### config.mk
export PLATFORM = sky130hd
export DESIGN_NAME = intc_cmd_seq
export DESIGN_NICKNAME = d
export VERILOG_FILES = /design/src/rtl/intc_cmd_seq_pkg.sv /design/src/rtl/intc_cmd_seq_ctrl.sv /design/src/rtl/intc_cmd_seq_regs.sv /design/src/rtl/intc_cmd_seq.sv
export SDC_FILE = /design/constraint.sdc
export NUM_CORES = 1
export LEC_CHECK = 0
export ABC_AREA = 0
export ABC_CLOCK_PERIOD_IN_PS = 1160
export BUFFER_PORTS_ARGS = -buffer_cell sky130_fd_sc_hd__buf_2
export CAP_MARGIN = 20
export CORE_ASPECT_RATIO = 0.5
export CORE_MARGIN = 1
export CORE_UTILIZATION = 41
export DETAILED_ROUTE_END_ITERATION = 10
export GPL_TIMING_DRIVEN = 0
export HOLD_SLACK_MARGIN = 0.12
export PLACE_DENSITY = 0.75
export SYNTH_ARGS = -nofsm -noshare
export SYNTH_HDL_FRONTEND = slang
export SYNTH_SLANG_ARGS = --single-unit
### constraint.sdc
create_clock -name clk -period 1.16 [get_ports clk]
set_input_delay 0 -clock clk [delete_from_list [all_inputs] [get_ports clk]]
set_output_delay 0 -clock clk [all_outputs]
set_load 0.03 [all_outputs]
### src/rtl/intc_cmd_seq_pkg.sv
package intc_cmd_seq_pkg;
  localparam int DATA_W = 8;
  localparam int LVL_W  = 3;

  typedef enum logic [1:0] {
    SEQ_IDLE = 2'd0,
    SEQ_BASE = 2'd1,
    SEQ_CASC = 2'd2,
    SEQ_MODE = 2'd3
  } seqState_t;

  typedef struct packed {
    logic initStart;
    logic loadBase;
    logic loadMode;
    logic loadMask;
    logic loadRdCtl;
    logic loadPrio;
    logic pollRead;
  } seqCmd_t;
endpackage

### src/rtl/intc_cmd_seq_ctrl.sv
module intc_cmd_seq_ctrl
  import intc_cmd_seq_pkg::*;
#(
  parameter int DW = DATA_W
) (
  input  logic          clk,
  input  logic          rstN,
  input  logic          wrEn,
  input  logic          rdEn,
  input  logic          addr,
  input  logic [DW-1:0] wrData,
  input  logic          pollPend,
  output seqCmd_t       cmd,
  output logic          singleMode,
  output logic          initBusy,
  output logic          initError
);
  seqState_t state;
  logic      needMode;
  logic      wrLo, wrHi;

  assign wrLo = wrEn && !addr;
  assign wrHi = wrEn && addr;
  assign initBusy = (state != SEQ_IDLE);

  always_comb begin
    cmd           = '0;
    cmd.initStart = wrLo && wrData[4];
    cmd.loadRdCtl = wrLo && !wrData[4] && wrData[3];
    cmd.loadPrio  = wrLo && !wrData[4] && !wrData[3];
    cmd.loadBase  = wrHi && (state == SEQ_BASE);
    cmd.loadMode  = wrHi && (state == SEQ_MODE);
    cmd.loadMask  = wrHi && (state == SEQ_IDLE);
    cmd.pollRead  = rdEn && !addr && pollPend && !cmd.loadRdCtl;
  end

  always_ff @(posedge clk or negedge rstN) begin
    if (!rstN) begin
      state      <= SEQ_IDLE;
      singleMode <= 1'b0;
      needMode   <= 1'b0;
      initError  <= 1'b0;
    end else if (cmd.initStart) begin
      state      <= SEQ_BASE;
      singleMode <= wrData[1];
      needMode   <= wrData[0];
      initError  <= wrData[3];
    end else if (wrHi) begin
      unique case (state)
        SEQ_BASE: begin
          if (!singleMode)   state <= SEQ_CASC;
          else if (needMode) state <= SEQ_MODE;
          else               state <= SEQ_IDLE;
        end
        SEQ_CASC: state <= needMode ? SEQ_MODE : SEQ_IDLE;
        SEQ_MODE: state <= SEQ_IDLE;
        default:  state <= state;
      endcase
    end
  end
endmodule

### src/rtl/intc_cmd_seq_regs.sv
module intc_cmd_seq_regs
  import intc_cmd_seq_pkg::*;
#(
  parameter int DW = DATA_W,
  parameter int LW = LVL_W
) (
  input  logic          clk,
  input  logic          rstN,
  input  seqCmd_t       cmd,
  input  logic          addr,
  input  logic [DW-1:0] wrData,
  input  logic [DW-1:0] reqVec,
  input  logic [DW-1:0] svcVec,
  input  logic [DW-1:0] pollData,
  output logic [DW-1:0] rdData,
  output logic [DW-1:0] maskReg,
  output logic [DW-1:0] vecBase,
  output logic          autoEoi,
  output logic          nestedMode,
  output logic          specMask,
  output logic          readIsr,
  output logic          pollPend,
  output logic          rotateOnAeoi,
  output logic          initClear,
  output logic          pollAck,
  output logic          eoiStb,
  output logic          eoiSpecific,
  output logic          rotateStb,
  output logic          setPrioStb,
  output logic [LW-1:0] cmdLevel
);
  logic [2:0] prioCode;
  assign prioCode = wrData[7:5];

  always_comb begin
    if (addr)          rdData = maskReg;
    else if (pollPend) rdData = pollData;
    else if (readIsr)  rdData = svcVec;
    else               rdData = reqVec;
  end

  always_ff @(posedge clk or negedge rstN) begin
    if (!rstN) begin
      maskReg      <= '0;
      vecBase      <= '0;
      autoEoi      <= 1'b0;
      nestedMode   <= 1'b0;
      specMask     <= 1'b0;
      readIsr      <= 1'b0;
      pollPend     <= 1'b0;
      rotateOnAeoi <= 1'b0;
      initClear    <= 1'b0;
      pollAck      <= 1'b0;
      eoiStb       <= 1'b0;
      eoiSpecific  <= 1'b0;
      rotateStb    <= 1'b0;
      setPrioStb   <= 1'b0;
      cmdLevel     <= '0;
    end else begin
      initClear   <= cmd.initStart;
      pollAck     <= cmd.pollRead;
      eoiStb      <= 1'b0;
      eoiSpecific <= 1'b0;
      rotateStb   <= 1'b0;
      setPrioStb  <= 1'b0;
      if (cmd.initStart) begin
        maskReg      <= '0;
        specMask     <= 1'b0;
        readIsr      <= 1'b0;
        pollPend     <= 1'b0;
        autoEoi      <= 1'b0;
        nestedMode   <= 1'b0;
        rotateOnAeoi <= 1'b0;
      end
      if (cmd.loadBase) vecBase <= {wrData[DW-1:3], 3'b000};
      if (cmd.loadMode) begin
        nestedMode <= wrData[4];
        autoEoi    <= wrData[1];
      end
      if (cmd.loadMask) maskReg <= wrData;
      if (cmd.pollRead) pollPend <= 1'b0;
      if (cmd.loadRdCtl) begin
        pollPend <= wrData[2];
        if (wrData[1]) readIsr  <= wrData[0];
        if (wrData[6]) specMask <= wrData[5];
      end
      if (cmd.loadPrio) begin
        cmdLevel <= wrData[LW-1:0];
        unique case (prioCode)
          3'd0, 3'd4: rotateOnAeoi <= prioCode[2];
          3'd1: eoiStb <= 1'b1;
          3'd3: begin eoiStb <= 1'b1; eoiSpecific <= 1'b1; end
          3'd5: begin eoiStb <= 1'b1; rotateStb <= 1'b1; end
          3'd7: begin eoiStb <= 1'b1; eoiSpecific <= 1'b1; rotateStb <= 1'b1; end
          3'd6: setPrioStb <= 1'b1;
          default: ;
        endcase
      end
    end
  end
endmodule

### src/rtl/intc_cmd_seq.sv
module intc_cmd_seq
  import intc_cmd_seq_pkg::*;
(
  input  logic         clk,
  input  logic         rstN,
  input  logic         wrEn,
  input  logic         rdEn,
  input  logic         addr,
  input  logic [7:0]   wrData,
  output logic [7:0]   rdData,
  input  logic [7:0]   reqVec,
  input  logic [7:0]   svcVec,
  input  logic [7:0]   pollData,
  output logic [7:0]   maskReg,
  output logic [7:0]   vecBase,
  output logic         singleMode,
  output logic         autoEoi,
  output logic         nestedMode,
  output logic         specMask,
  output logic         readIsr,
  output logic         pollPend,
  output logic         rotateOnAeoi,
  output logic         initBusy,
  output logic         initError,
  output logic         initClear,
  output logic         pollAck,
  output logic         eoiStb,
  output logic         eoiSpecific,
  output logic         rotateStb,
  output logic         setPrioStb,
  output logic [2:0]   cmdLevel
);
  seqCmd_t seqCmd;

  intc_cmd_seq_ctrl #(.DW(DATA_W)) u_ctrl (
    .clk(clk), .rstN(rstN), .wrEn(wrEn), .rdEn(rdEn), .addr(addr),
    .wrData(wrData), .pollPend(pollPend), .cmd(seqCmd),
    .singleMode(singleMode), .initBusy(initBusy), .initError(initError)
  );

  intc_cmd_seq_regs #(.DW(DATA_W), .LW(LVL_W)) u_regs (
    .clk(clk), .rstN(rstN), .cmd(seqCmd), .addr(addr), .wrData(wrData),
    .reqVec(reqVec), .svcVec(svcVec), .pollData(pollData), .rdData(rdData),
    .maskReg(maskReg), .vecBase(vecBase), .autoEoi(autoEoi),
    .nestedMode(nestedMode), .specMask(specMask), .readIsr(readIsr),
    .pollPend(pollPend), .rotateOnAeoi(rotateOnAeoi), .initClear(initClear),
    .pollAck(pollAck), .eoiStb(eoiStb), .eoiSpecific(eoiSpecific),
    .rotateStb(rotateStb), .setPrioStb(setPrioStb), .cmdLevel(cmdLevel)
  );
endmodule

==> results of run 1 <==
-- power breakdown --
group / internal [mW] / total (mW) / switching, mW
clock: 0.537 / 0.961 / 0.425
sequential: 1.39 / 1.59 / 0.196
combinational: 0.776 / 1.83 / 1.05
total: 2.71 / 4.38 / 1.67
-- flip-flops by register name (all words and copies together), names as in the netlist --
register             cells
u_regs.cmdLevel          3
u_ctrl.initError         1
u_regs.eoiStb            1
u_regs.eoiSpecific       1
u_regs.specMask          1
u_regs.readIsr           1
u_ctrl.singleMode        1
u_ctrl.state             2
u_regs.pollAck           1
u_regs.pollPend          1
u_ctrl.needMode          1
u_regs.setPrioStb        1
u_regs.initClear         1
u_regs.nestedMode        1
u_regs.rotateOnAeoi      1
u_regs.vecBase           5
u_regs.maskReg           8
u_regs.autoEoi           1
u_regs.rotateStb         1
-- cell usage after synthesis, types with 3 or more instances --
library cell  count  area, um^2
nand3_1           3       15.01
a22o_1            9       78.83
nand2_1          20       75.07
o21ai_0          16       80.08
dfrtp_1          33       825.8
inv_1             3       11.26
mux2_2           15       168.9
buf_4             4       30.03
buf_2             4       20.02
mux2i_1           9       90.09
and3_1            4       25.02
-- area by class of cell --
type,instances,area share (%)
Tap cell,51,2.504
Clock buffer,7,3.780
Timing Repair Buffer,95,25.04
Buffer,11,3.044
Sequential cell,33,32.60
Multi-Input combinational cell,101,32.25
Clock inverter,1,0.1964
Inverter,4,0.5891
-- what timing repair did --
action | 4_1_cts | 5_1_grt
hold buffers | 11 | 1
buffers inserted | 8 | 2
cloned | 1 | 0
hold endpoints to repair | 63 | 1
gates resized for setup | 24 | 18
setup endpoints to repair | 23 | 24
pin swaps | 2 | 6
-- worst max-delay path, stage by stage, from the launching register on --
cell,delay (ps)
dfrtp_2,400
buf_6,130
mux2_2,330
mux2i_1,180
o21ai_2,80
buf_6,160
-- cell families after synthesis --
kind of cell	count (synthesis)	synth area share, %
flops	33	50.38
other cells	1	0.2288
simple gates	43	15.88
mux	24	15.80
compound gates	31	12.60
buf+inv	15	5.114
-- layer usage --
| metal | wire length [um] | up-vias | part of all wire (%) |
|---|---|---|---|
| met3 | 318 | 6 | 6.4 |
| met5 | 0 | - | 0 |
| li1 | - | 738 | - |
| met4 | 53 | 0 | 1.1 |
| met2 | 2456 | 77 | 49 |
| met1 | 2134 | 740 | 43 |
-- final timing paths --
path / slack (ps) / cells past startpoint / end
worst max-delay path: -410 / 5 / rdData[5]
worst min-delay path: 120 / 4 / u_regs.rotateOnAeoi
worst max register to register: -230 / 4 / u_regs.maskReg[7]
worst min register to register: 490 / 2 / u_ctrl.initError
max in group asynchronous: 330 / 2 / u_regs.readIsr
min in group asynchronous: 320 / 2 / u_regs.autoEoi
-- metrics by stage --
stage | util [%] | TNS [ps] | area [um^2]
after CTS | 68.05 | -3724 | 2465
final | 70.36 | -5269 | 2549
after global placement | 58.41 | -2825 | 2116
after detailed placement | 58.41 | -3292 | 2116
after floorplan | - | -947.0 | 1692
after global routing | 70.36 | -6104 | 2549
==> reports/qor.csv, run 1 <==
stage,metric,value,unit
status,status,"finished, violations left",
status,failing checks,negative setup slack,
die,Die Y-Extent,46.71,um
global_routing,first-pass GRT wire length,6.955,mm
cells_and_area,"most common cell after layout, fill and taps aside",buf_2,
yosys,synthesized area,0.001639,mm^2
timing,worst-margin pin slew,722.8,ps
die,row count,15,
clocking,Clock transition at path regs,70,ps
die,die footprint,0.004270,mm^2
global_routing,initial antenna violation count,0,
detailed_routing,DRT iter0 DRCs,71,
global_routing,total gr overflow,0,
global_routing,vias in the first global route,1421,
yosys,Cells after Synth,147,
power_and_ir_drop,Worst VDD drop,0.0009150,V
power_and_ir_drop,PnR Total Power,4.377,mW
global_routing,met1 usage,28.44,%
worst_setup_path,CP Class,flip-flop to output port,
timing,hold_ws,116.3,ps
global_routing,Global Route Usage Sum,22.33,%
timing,"Hold Vio Cnt, Final",0,
timing,unrepaired setup endpoints after global routing,yes,
worst_setup_path,FF-to-FF Start,u_ctrl.state[1],
detailed_routing,DR pass1 iterations,4,
placement,post-DP HPWL,2.941,mm
hold_path,Hold Path Class,input port to flip-flop,
detailed_routing,# DRC,0,
clocking,clock insertion delay at the later pin of the skew report,280,ps
detailed_routing,Vias,1561,
power_and_ir_drop,static leakage,1.327,nW
clocking,root cell of the clock tree,clkbuf_8,
timing,clock skew,5.149,ps
cells_and_area,area of the multi-input gates,822.0,um^2
die,Initial Util,45.25,%
yosys,sequential area share after synthesis,50.38,%
cells_and_area,post-route insts no fill,303,
die,Die Wd,91.42,um
cells_and_area,Fillers,251,
cells_and_area,Register Area,830.8,um^2
clocking,Clock Sinks,33,
global_routing,met3 GRT Util,3.960,%
die,area of the core,0.003622,mm^2
cells_and_area,ant diodes,0,
cells_and_area,Final Net Count,288,
worst_setup_path,Critical Path End Type,output port,
timing,Final WS setup,-407.4,ps
timing,final period utilization,135.1,%
cells_and_area,"commonest cells after routing, fill and taps aside","65 x buf_2, 29 x dfrtp_1, 20 x nand2_1",
placement,post-placement setup slack,-242.6,ps
worst_setup_path,CP Launch Type,flip-flop,
timing,Max Freq,638.0,MHz
yosys,"EDFF count, synth",0,
cells_and_area,share of layout cells above drive strength 1,55.56,%
timing,max-slew violation count,0,
yosys,register bit count reported by yosys,33,
detailed_routing,wire per inst,16.38,um
detailed_routing,drt via density,5.152,
placement,RePlAce Congestion,0.7732,
job,max cap viols,0,
cells_and_area,Syn-to-layout area delta,55.50,%
timing,"Min Clock Period, post-route",1567,ps
worst_setup_path,Critical path origin,u_regs.readIsr,
yosys,synthesis warning total,0,
clocking,H-tree level count,2,
yosys,Syn Area/Cell,11.15,um^2
yosys,"Top FF cell, synth",dfrtp_1,
clocking,maximum buffer depth of the clock tree,2,
timing,Worst slew margin,51.81,%
detailed_routing,Routed Antenna Nets,0,
global_routing,M2 GR Usage,40.45,%
power_and_ir_drop,P per Cell Area,1717,mW/mm^2
clocking,CTS tree,built,
global_routing,GRT Max-Usage Layer,met2,
worst_setup_path,critical path data arrival time,1570,ps
placement,number of port buffers,72,
yosys,fraction of registers with async set/reset,100.0,%
yosys,post-synth cell types,35,
hold_path,worst hold path startpoint,addr,
clocking,Num CTS Buffers,5,
global_routing,largest net degree at the start of global routing,34,
worst_setup_path,Worst Path Max Fanout,5,
detailed_routing,WL final,4.962,mm
worst_setup_path,Crit path required time,1160,ps
die,Ports,79,
timing,Final setup viols,23,
placement,Inst Count DP,272,
Power figures use the tool's default switching activity.
==> inputs of run 2 (changes only) <==
- ABC_AREA: 0 -> 1
- CORE_UTILIZATION: 41 -> 42
==> reports/qor.csv, run 2 <==
stage,metric,value,unit,change
status,status,"finished, violations left",,
status,failing checks,negative setup slack,,
detailed_routing,DR pass1 iterations,4,,unchanged
cells_and_area,Syn-to-layout area delta,58.40,%,
global_routing,first-pass GRT wire length,7.638,mm,+9.8%
cells_and_area,Register Area,830.8,um^2,unchanged
timing,Max Freq,723.1,MHz,+13%
cells_and_area,Final Net Count,360,,+25%
die,Initial Util,44.70,%,-0.55 points
cells_and_area,ant diodes,0,,unchanged
worst_setup_path,CP Launch Type,flip-flop,,
yosys,Synth top area share,46.61,%,-3.8 points
yosys,post-synth top area cell,dfrtp_1,,
job,max cap viols,0,,unchanged
cells_and_area,Fillers,285,,+14%
timing,worst-margin pin slew,754.3,ps,+31.51 ps
clocking,Num CTS Buffers,5,,unchanged
worst_setup_path,Crit path required time,1160,ps,about the same
clocking,Clock transition at path regs,80,ps,about the same
cells_and_area,"most common cell after layout, fill and taps aside",buf_2,,
timing,Final setup viols,9,,-61%
cells_and_area,registers with the most flip-flops,"u_regs.maskReg x8, u_regs.vecBase x5, u_regs.cmdLevel x3",,
yosys,post-synth cell types,23,,-34%
die,die footprint,0.004498,mm^2,+5.3%
clocking,maximum buffer depth of the clock tree,2,,unchanged
timing,"Min Clock Period, post-route",1383,ps,-184.4 ps
global_routing,M2 GR Usage,40.73,%,+0.28 points
die,row count,16,,+1
global_routing,largest net degree at the start of global routing,34,,unchanged
global_routing,GRT Max-Usage Layer,met2,,
cells_and_area,fin util,70.80,%,+0.44 points
clocking,Clock Sinks,33,,unchanged
worst_setup_path,CP Class,flip-flop to output port,,
detailed_routing,drt via density,5.042,,-2.1%
yosys,"Top FF cell, synth",dfrtp_1,,
global_routing,total gr overflow,0,,unchanged
cells_and_area,max reg flops,8,,unchanged
yosys,Cells after Synth,219,,+49%
cells_and_area,"commonest cells after routing, fill and taps aside","66 x buf_2, 40 x nand2_1, 29 x dfrtp_1",,
global_routing,vias in the first global route,1608,,+13%
yosys,Synth area leaders,"dfrtp_1 47%, nand2_1 11%, inv_1 5.5%",,
clocking,CTS tree,built,,
hold_path,Hold Path Class,input port to flip-flop,,
die,area of the core,0.003964,mm^2,+9.4%
cells_and_area,Top reg by flops,u_regs.maskReg,,
timing,clock skew,11.64,ps,+6.489 ps
power_and_ir_drop,static leakage,1.513,nW,+14%
yosys,register bit count reported by yosys,33,,unchanged
detailed_routing,DRT iter0 DRCs,88,,+24%
worst_setup_path,Worst Path Max Fanout,5,,unchanged
worst_setup_path,Critical Path End Type,output port,,
clocking,H-tree level count,2,,unchanged
global_routing,Global Route Usage Sum,23.26,%,+0.93 points
yosys,top-count cell post-synth,nand2_1,,
global_routing,initial antenna violation count,0,,unchanged
yosys,synthesized area,0.001772,mm^2,+8.1%
global_routing,met1 usage,29.51,%,+1.1 points
timing,"Hold Vio Cnt, Final",0,,unchanged
detailed_routing,wire per inst,14.87,um,-9.2%
detailed_routing,WL final,5.605,mm,+13%
clocking,root cell of the clock tree,clkbuf_8,,
yosys,sequential area share after synthesis,46.61,%,-3.8 points
timing,Worst slew margin,49.71,%,-2.1 points
cells_and_area,share of layout cells above drive strength 1,47.68,%,-7.9 points
power_and_ir_drop,Worst VDD drop,0.0008116,V,-11%
placement,RePlAce Congestion,0.9015,,+17%
yosys,"EDFF count, synth",0,,unchanged
yosys,Post-synth top cells,"52 x nand2_1, 33 x dfrtp_1, 26 x inv_1, 17 x a21oi_1, 17 x nand3_1",,
placement,post-DP HPWL,3.537,mm,+20%
detailed_routing,# DRC,0,,unchanged
timing,final period utilization,119.2,%,-16 points
worst_setup_path,critical path data arrival time,1380,ps,-190 ps
clocking,clock insertion delay at the later pin of the skew report,290,ps,about the same
cells_and_area,area of the multi-input gates,955.9,um^2,+16%
die,Die Wd,93.85,um,+2.7%
yosys,synthesis warning total,0,,unchanged
placement,number of port buffers,75,,+4.2%
die,Ports,79,,unchanged
yosys,Syn Area/Cell,8.090,um^2,-27%
timing,max-slew violation count,0,,unchanged
detailed_routing,Vias,1901,,+22%
timing,Final WS setup,-223.0,ps,+184.4 ps
yosys,fraction of registers with async set/reset,100.0,%,unchanged
timing,unrepaired setup endpoints after global routing,yes,,
timing,Post-Route Setup TNS,-1682,ps,+3587 ps
global_routing,met3 GRT Util,5.556,%,+1.6 points
detailed_routing,Routed Antenna Nets,0,,unchanged
power_and_ir_drop,P per Cell Area,1686,mW/mm^2,-1.8%
die,Die Y-Extent,47.93,um,+2.6%
==> run 2: cell type report <==
cell class / count / share of cell area [%]
inverter: 29 / 4.414
clock inverter: 1 / 0.1783
clock buffer: 6 / 2.586
sequential: 33 / 29.60
tap: 54 / 2.407
multi-input combinational: 148 / 34.06
timing repair buffer: 97 / 23.63
buffer: 9 / 3.121
==> run 2: worst paths after layout <==
check | startpoint | to | slack, ps | depth (start not counted)
setup / recovery | u_regs.readIsr | rdData[1] | -220 | 5
hold / removal | wrData[4] | u_regs.readIsr | 90 | 4
setup reg to reg | u_ctrl.state[1] | u_ctrl.state[1] | 0 | 6
hold reg to reg | u_regs.vecBase[7] | u_regs.vecBase[7] | 490 | 2
max in group asynchronous | rstN | u_ctrl.state[1] | 300 | 2
min in group asynchronous | rstN | u_regs.specMask | 330 | 2
==> run 2: metrics by stage <==
stage	hold slack [ps]	instance area (um^2)	power, mW	worst slack [ps]	cells
2_1_floorplan	-295.6	1886	3.014	-32.05	221
3_3_place_gp	88.60	2328	3.541	-72.27	350
3_5_place_dp	106.5	2328	3.584	-82.74	350
4_1_cts	69.38	2714	4.583	-236.3	375
5_1_grt	98.16	2806	4.998	-272.3	377
6_report	85.30	2806	4.731	-223.0	377
==> run 2: kinds of logic (layout without fill, tap and decap cells) <==
| group | after synthesis | in the layout | synth area share (%) |
|---|---|---|---|
| AOI/OAI and AO/OA | 42 | 42 | 13.35 |
| buffers and inverters | 40 | 142 | 11.37 |
| DFF | 33 | 33 | 46.61 |
| other | 1 | 3 | 0.2117 |
| and+or+nand+nor | 103 | 103 | 28.46 |
==> run 2: worst max-delay path, stage by stage (launching register included) <==
cell and delay [ps]:
dfrtp_2 450, clkbuf_16 170, o21ai_4 120, nand2_2 80, a21oi_4 130, buf_6 140
==> run 2: per-layer routing <==
metal / up-vias / wire [um]
li1: 917 / -
met1: 905 / 2398
met4: 0 / 66
met3: 9 / 340
met2: 70 / 2799
met5: - / 0
==> run 2: timing repair <==
item,in CTS,in global routing
gates cloned,1,0
setup buffers,3,4
hold endpoints to repair,60,3
hold buffers,16,1
resized for setup,37,22
pin swaps,17,6
setup endpoints to repair,9,22
==> run 2: power by group <==
| part | switching, mW | total, mW | internal [mW] |
|---|---|---|---|
| clock network | 0.415 | 0.823 | 0.408 |
| logic | 1.42 | 2.24 | 0.815 |
| registers | 0.237 | 1.67 | 1.43 |
| total | 2.07 | 4.73 | 2.66 |
==> inputs of run 3 (changes only) <==
- CAP_MARGIN: 20 -> 25
- REMOVE_ABC_BUFFERS: default -> 1
==> reports/qor.csv, run 3 (synthesis gave the netlist of run 2 again) <==
stage,metric,value,unit,change
status,status,"finished, violations left",,
status,failing checks,negative setup slack,,
worst_setup_path,critical path data arrival time,1360,ps,-20 ps
timing,unrepaired setup endpoints after global routing,yes,,
timing,clock skew,4.649,ps,-6.990 ps
die,Die Wd,93.85,um,unchanged
placement,placed cell area,0.002138,mm^2,-8.2%
timing,"Hold Vio Cnt, Final",0,,unchanged
detailed_routing,wire per inst,13.73,um,-7.6%
clocking,maximum buffer depth of the clock tree,2,,unchanged
power_and_ir_drop,power share of the combinational group,41.9,%,-5.4 points
placement,number of port buffers,75,,unchanged
placement,post-DP HPWL,3.206,mm,-9.3%
worst_setup_path,CP Class,flip-flop to output port,,
cells_and_area,"commonest cells after routing, fill and taps aside","67 x buf_2, 51 x nand2_1, 30 x dfrtp_1",,
cells_and_area,Final Net Count,343,,-4.7%
power_and_ir_drop,Switch Pwr,1.955,mW,-5.8%
global_routing,Global Route Usage Sum,21.91,%,-1.3 points
cells_and_area,registers with the most flip-flops,"u_regs.maskReg x8, u_regs.vecBase x5, u_regs.cmdLevel x3",,
power_and_ir_drop,Switching Share,41.20,%,-2.7 points
cells_and_area,Syn-to-layout area delta,42.02,%,
worst_setup_path,Crit path required time,1160,ps,about the same
worst_setup_path,crit-path cells,buf_12 > o21ai_1 > nand2_1 > a21oi_2 > buf_6,,
detailed_routing,Routed Antenna Nets,0,,unchanged
timing,Worst slew margin,51.38,%,+1.7 points
global_routing,vias in the first global route,1584,,-1.5%
detailed_routing,Vias,1794,,-5.6%
clocking,Num CTS Buffers,5,,unchanged
timing,final period utilization,117.4,%,-1.8 points
clocking,clock insertion delay at the later pin of the skew report,280,ps,about the same
timing,max-slew violation count,0,,unchanged
global_routing,total gr overflow,0,,unchanged
cells_and_area,ant diodes,0,,unchanged
job,max cap viols,0,,unchanged
power_and_ir_drop,Reg power frac,34.6,%,-0.7 points
power_and_ir_drop,PnR Total Power,4.743,mW,+0.27%
die,row count,16,,unchanged
worst_setup_path,CP Launch Type,flip-flop,,
cells_and_area,max reg flops,8,,unchanged
power_and_ir_drop,Pint,2.789,mW,+5.0%
global_routing,first-pass GRT wire length,7.265,mm,-4.9%
detailed_routing,drt via density,4.970,,-1.4%
detailed_routing,WL final,4.957,mm,-12%
power_and_ir_drop,P per Cell Area,1885,mW/mm^2,+12%
cells_and_area,post-route cell area,0.002516,mm^2,-10%
cells_and_area,post-route insts no fill,361,,-4.2%
clocking,CTS tree,built,,
worst_setup_path,Crit path max-delay family,flip-flops,,
worst_setup_path,CP Buf/Inv Count,2,,unchanged
detailed_routing,DR pass1 iterations,4,,unchanged
die,Initial Util,44.70,%,unchanged
timing,"Min Clock Period, post-route",1362,ps,-20.89 ps
clocking,H-tree level count,2,,unchanged
power_and_ir_drop,clock power share,23.5,%,+6.1 points
die,die footprint,0.004498,mm^2,unchanged
cells_and_area,"most common cell after layout, fill and taps aside",buf_2,,
power_and_ir_drop,static leakage,1.405,nW,-7.1%
worst_setup_path,"slowest stage delay, CP",430,ps,-20 ps
die,area of the core,0.003964,mm^2,unchanged
cells_and_area,Fillers,330,,+16%
detailed_routing,# DRC,0,,unchanged
hold_path,Hold Path Class,input port to flip-flop,,
power_and_ir_drop,Worst VDD drop,0.0008939,V,+10%
die,Die Y-Extent,47.93,um,unchanged
worst_setup_path,Worst Path Max Fanout,9,,+4
timing,worst-margin pin slew,729.2,ps,-25.09 ps
clocking,Clock Sinks,33,,unchanged
die,Ports,79,,unchanged
detailed_routing,DRT iter0 DRCs,91,,+3.4%
placement,Inst Count DP,339,,-3.1%
global_routing,largest net degree at the start of global routing,34,,unchanged
global_routing,initial antenna violation count,0,,unchanged
worst_setup_path,Critical-path top delay cell,dfrtp_2,,
clocking,Clock transition at path regs,70,ps,about the same
cells_and_area,Top reg by flops,u_regs.maskReg,,
clocking,root cell of the clock tree,clkbuf_8,,
placement,RePlAce Congestion,0.7636,,-15%
cells_and_area,share of layout cells above drive strength 1,40.07,%,-7.6 points
timing,Final WS setup,-202.1,ps,+20.89 ps
worst_setup_path,Critical Path End Type,output port,,
timing,Max Freq,734.1,MHz,+1.5%
timing,Final setup viols,8,,-1
run 3: routing by layer:
metal  global-route usage [%]  up-vias  share of wire, %
met5                        0        -                 0
met4                    7.385        0               1.4
met3                    3.492        6               5.9
met2                    38.69       69                49
met1                    28.64      844                44
li1                         -      875                 -
run 3: worst register-to-register path: stages (launching register included):
cell,delay (ps)
dfrtp_1,450
nor2_4,160
nand2_4,160
nand3_1,130
o21ai_2,70
run 3: power groups by stage:
stage / logic [mW] / clock network [mW] / registers (mW)
final: 1.99 / 1.11 / 1.64
after global routing: 2.14 / 1.18 / 1.68
after CTS: 1.88 / 1.13 / 1.65
after detailed placement: 1.75 / 0 / 1.68
after global placement: 1.71 / 0 / 1.67
after floorplan: 0.705 / 0 / 2.15
run 3: per-stage QoR:
step / setup WS (ps) / setup TNS, ps / utilization (%) / hold WS, ps
4_1_cts: -192.9 / -1499 / 61.49 / 128.4
5_1_grt: -277.6 / -2020 / 63.48 / 145.5
6_report: -202.1 / -1468 / 63.48 / 134.5
2_1_floorplan: -257.0 / -2168 / - / -295.6
3_5_place_dp: -159.6 / -1389 / 53.95 / 106.2
3_3_place_gp: -130.6 / -978.1 / 53.95 / 88.01
run 3: worst paths after layout:
check | start | end | slack [ps] | depth (start not counted)
max | u_regs.readIsr | rdData[1] | -200 | 5
min | wrEn | u_ctrl.state[0] | 130 | 4
max reg2reg | u_ctrl.state[1] | u_regs.maskReg[3] | 80 | 4
min reg2reg | u_regs.vecBase[7] | u_regs.vecBase[7] | 490 | 2
max in group asynchronous | rstN | u_ctrl.state[0] | 320 | 2
min in group asynchronous | rstN | u_regs.vecBase[5] | 310 | 2
run 3: final cells by class:
class                           count  area (um^2)  share of cell area, %
Clock buffer                        6        82.58                  3.282
Clock inverter                      2        37.54                  1.492
Inverter                           29        118.9                  4.724
Multi-Input combinational cell    148        795.8                  31.63
Sequential cell                    33        829.5                  32.97
Tap cell                           54        67.56                  2.685
Timing Repair Buffer               89        584.3                  23.22
run 3: what timing repair did:
item                                    CTS  global route
endpoints found under the setup margin   11            14
endpoints found under the hold margin    58             0
pin swaps                                 1             5
hold buffers                             10             0
setup buffers                             2             2
resized for setup                        25            14
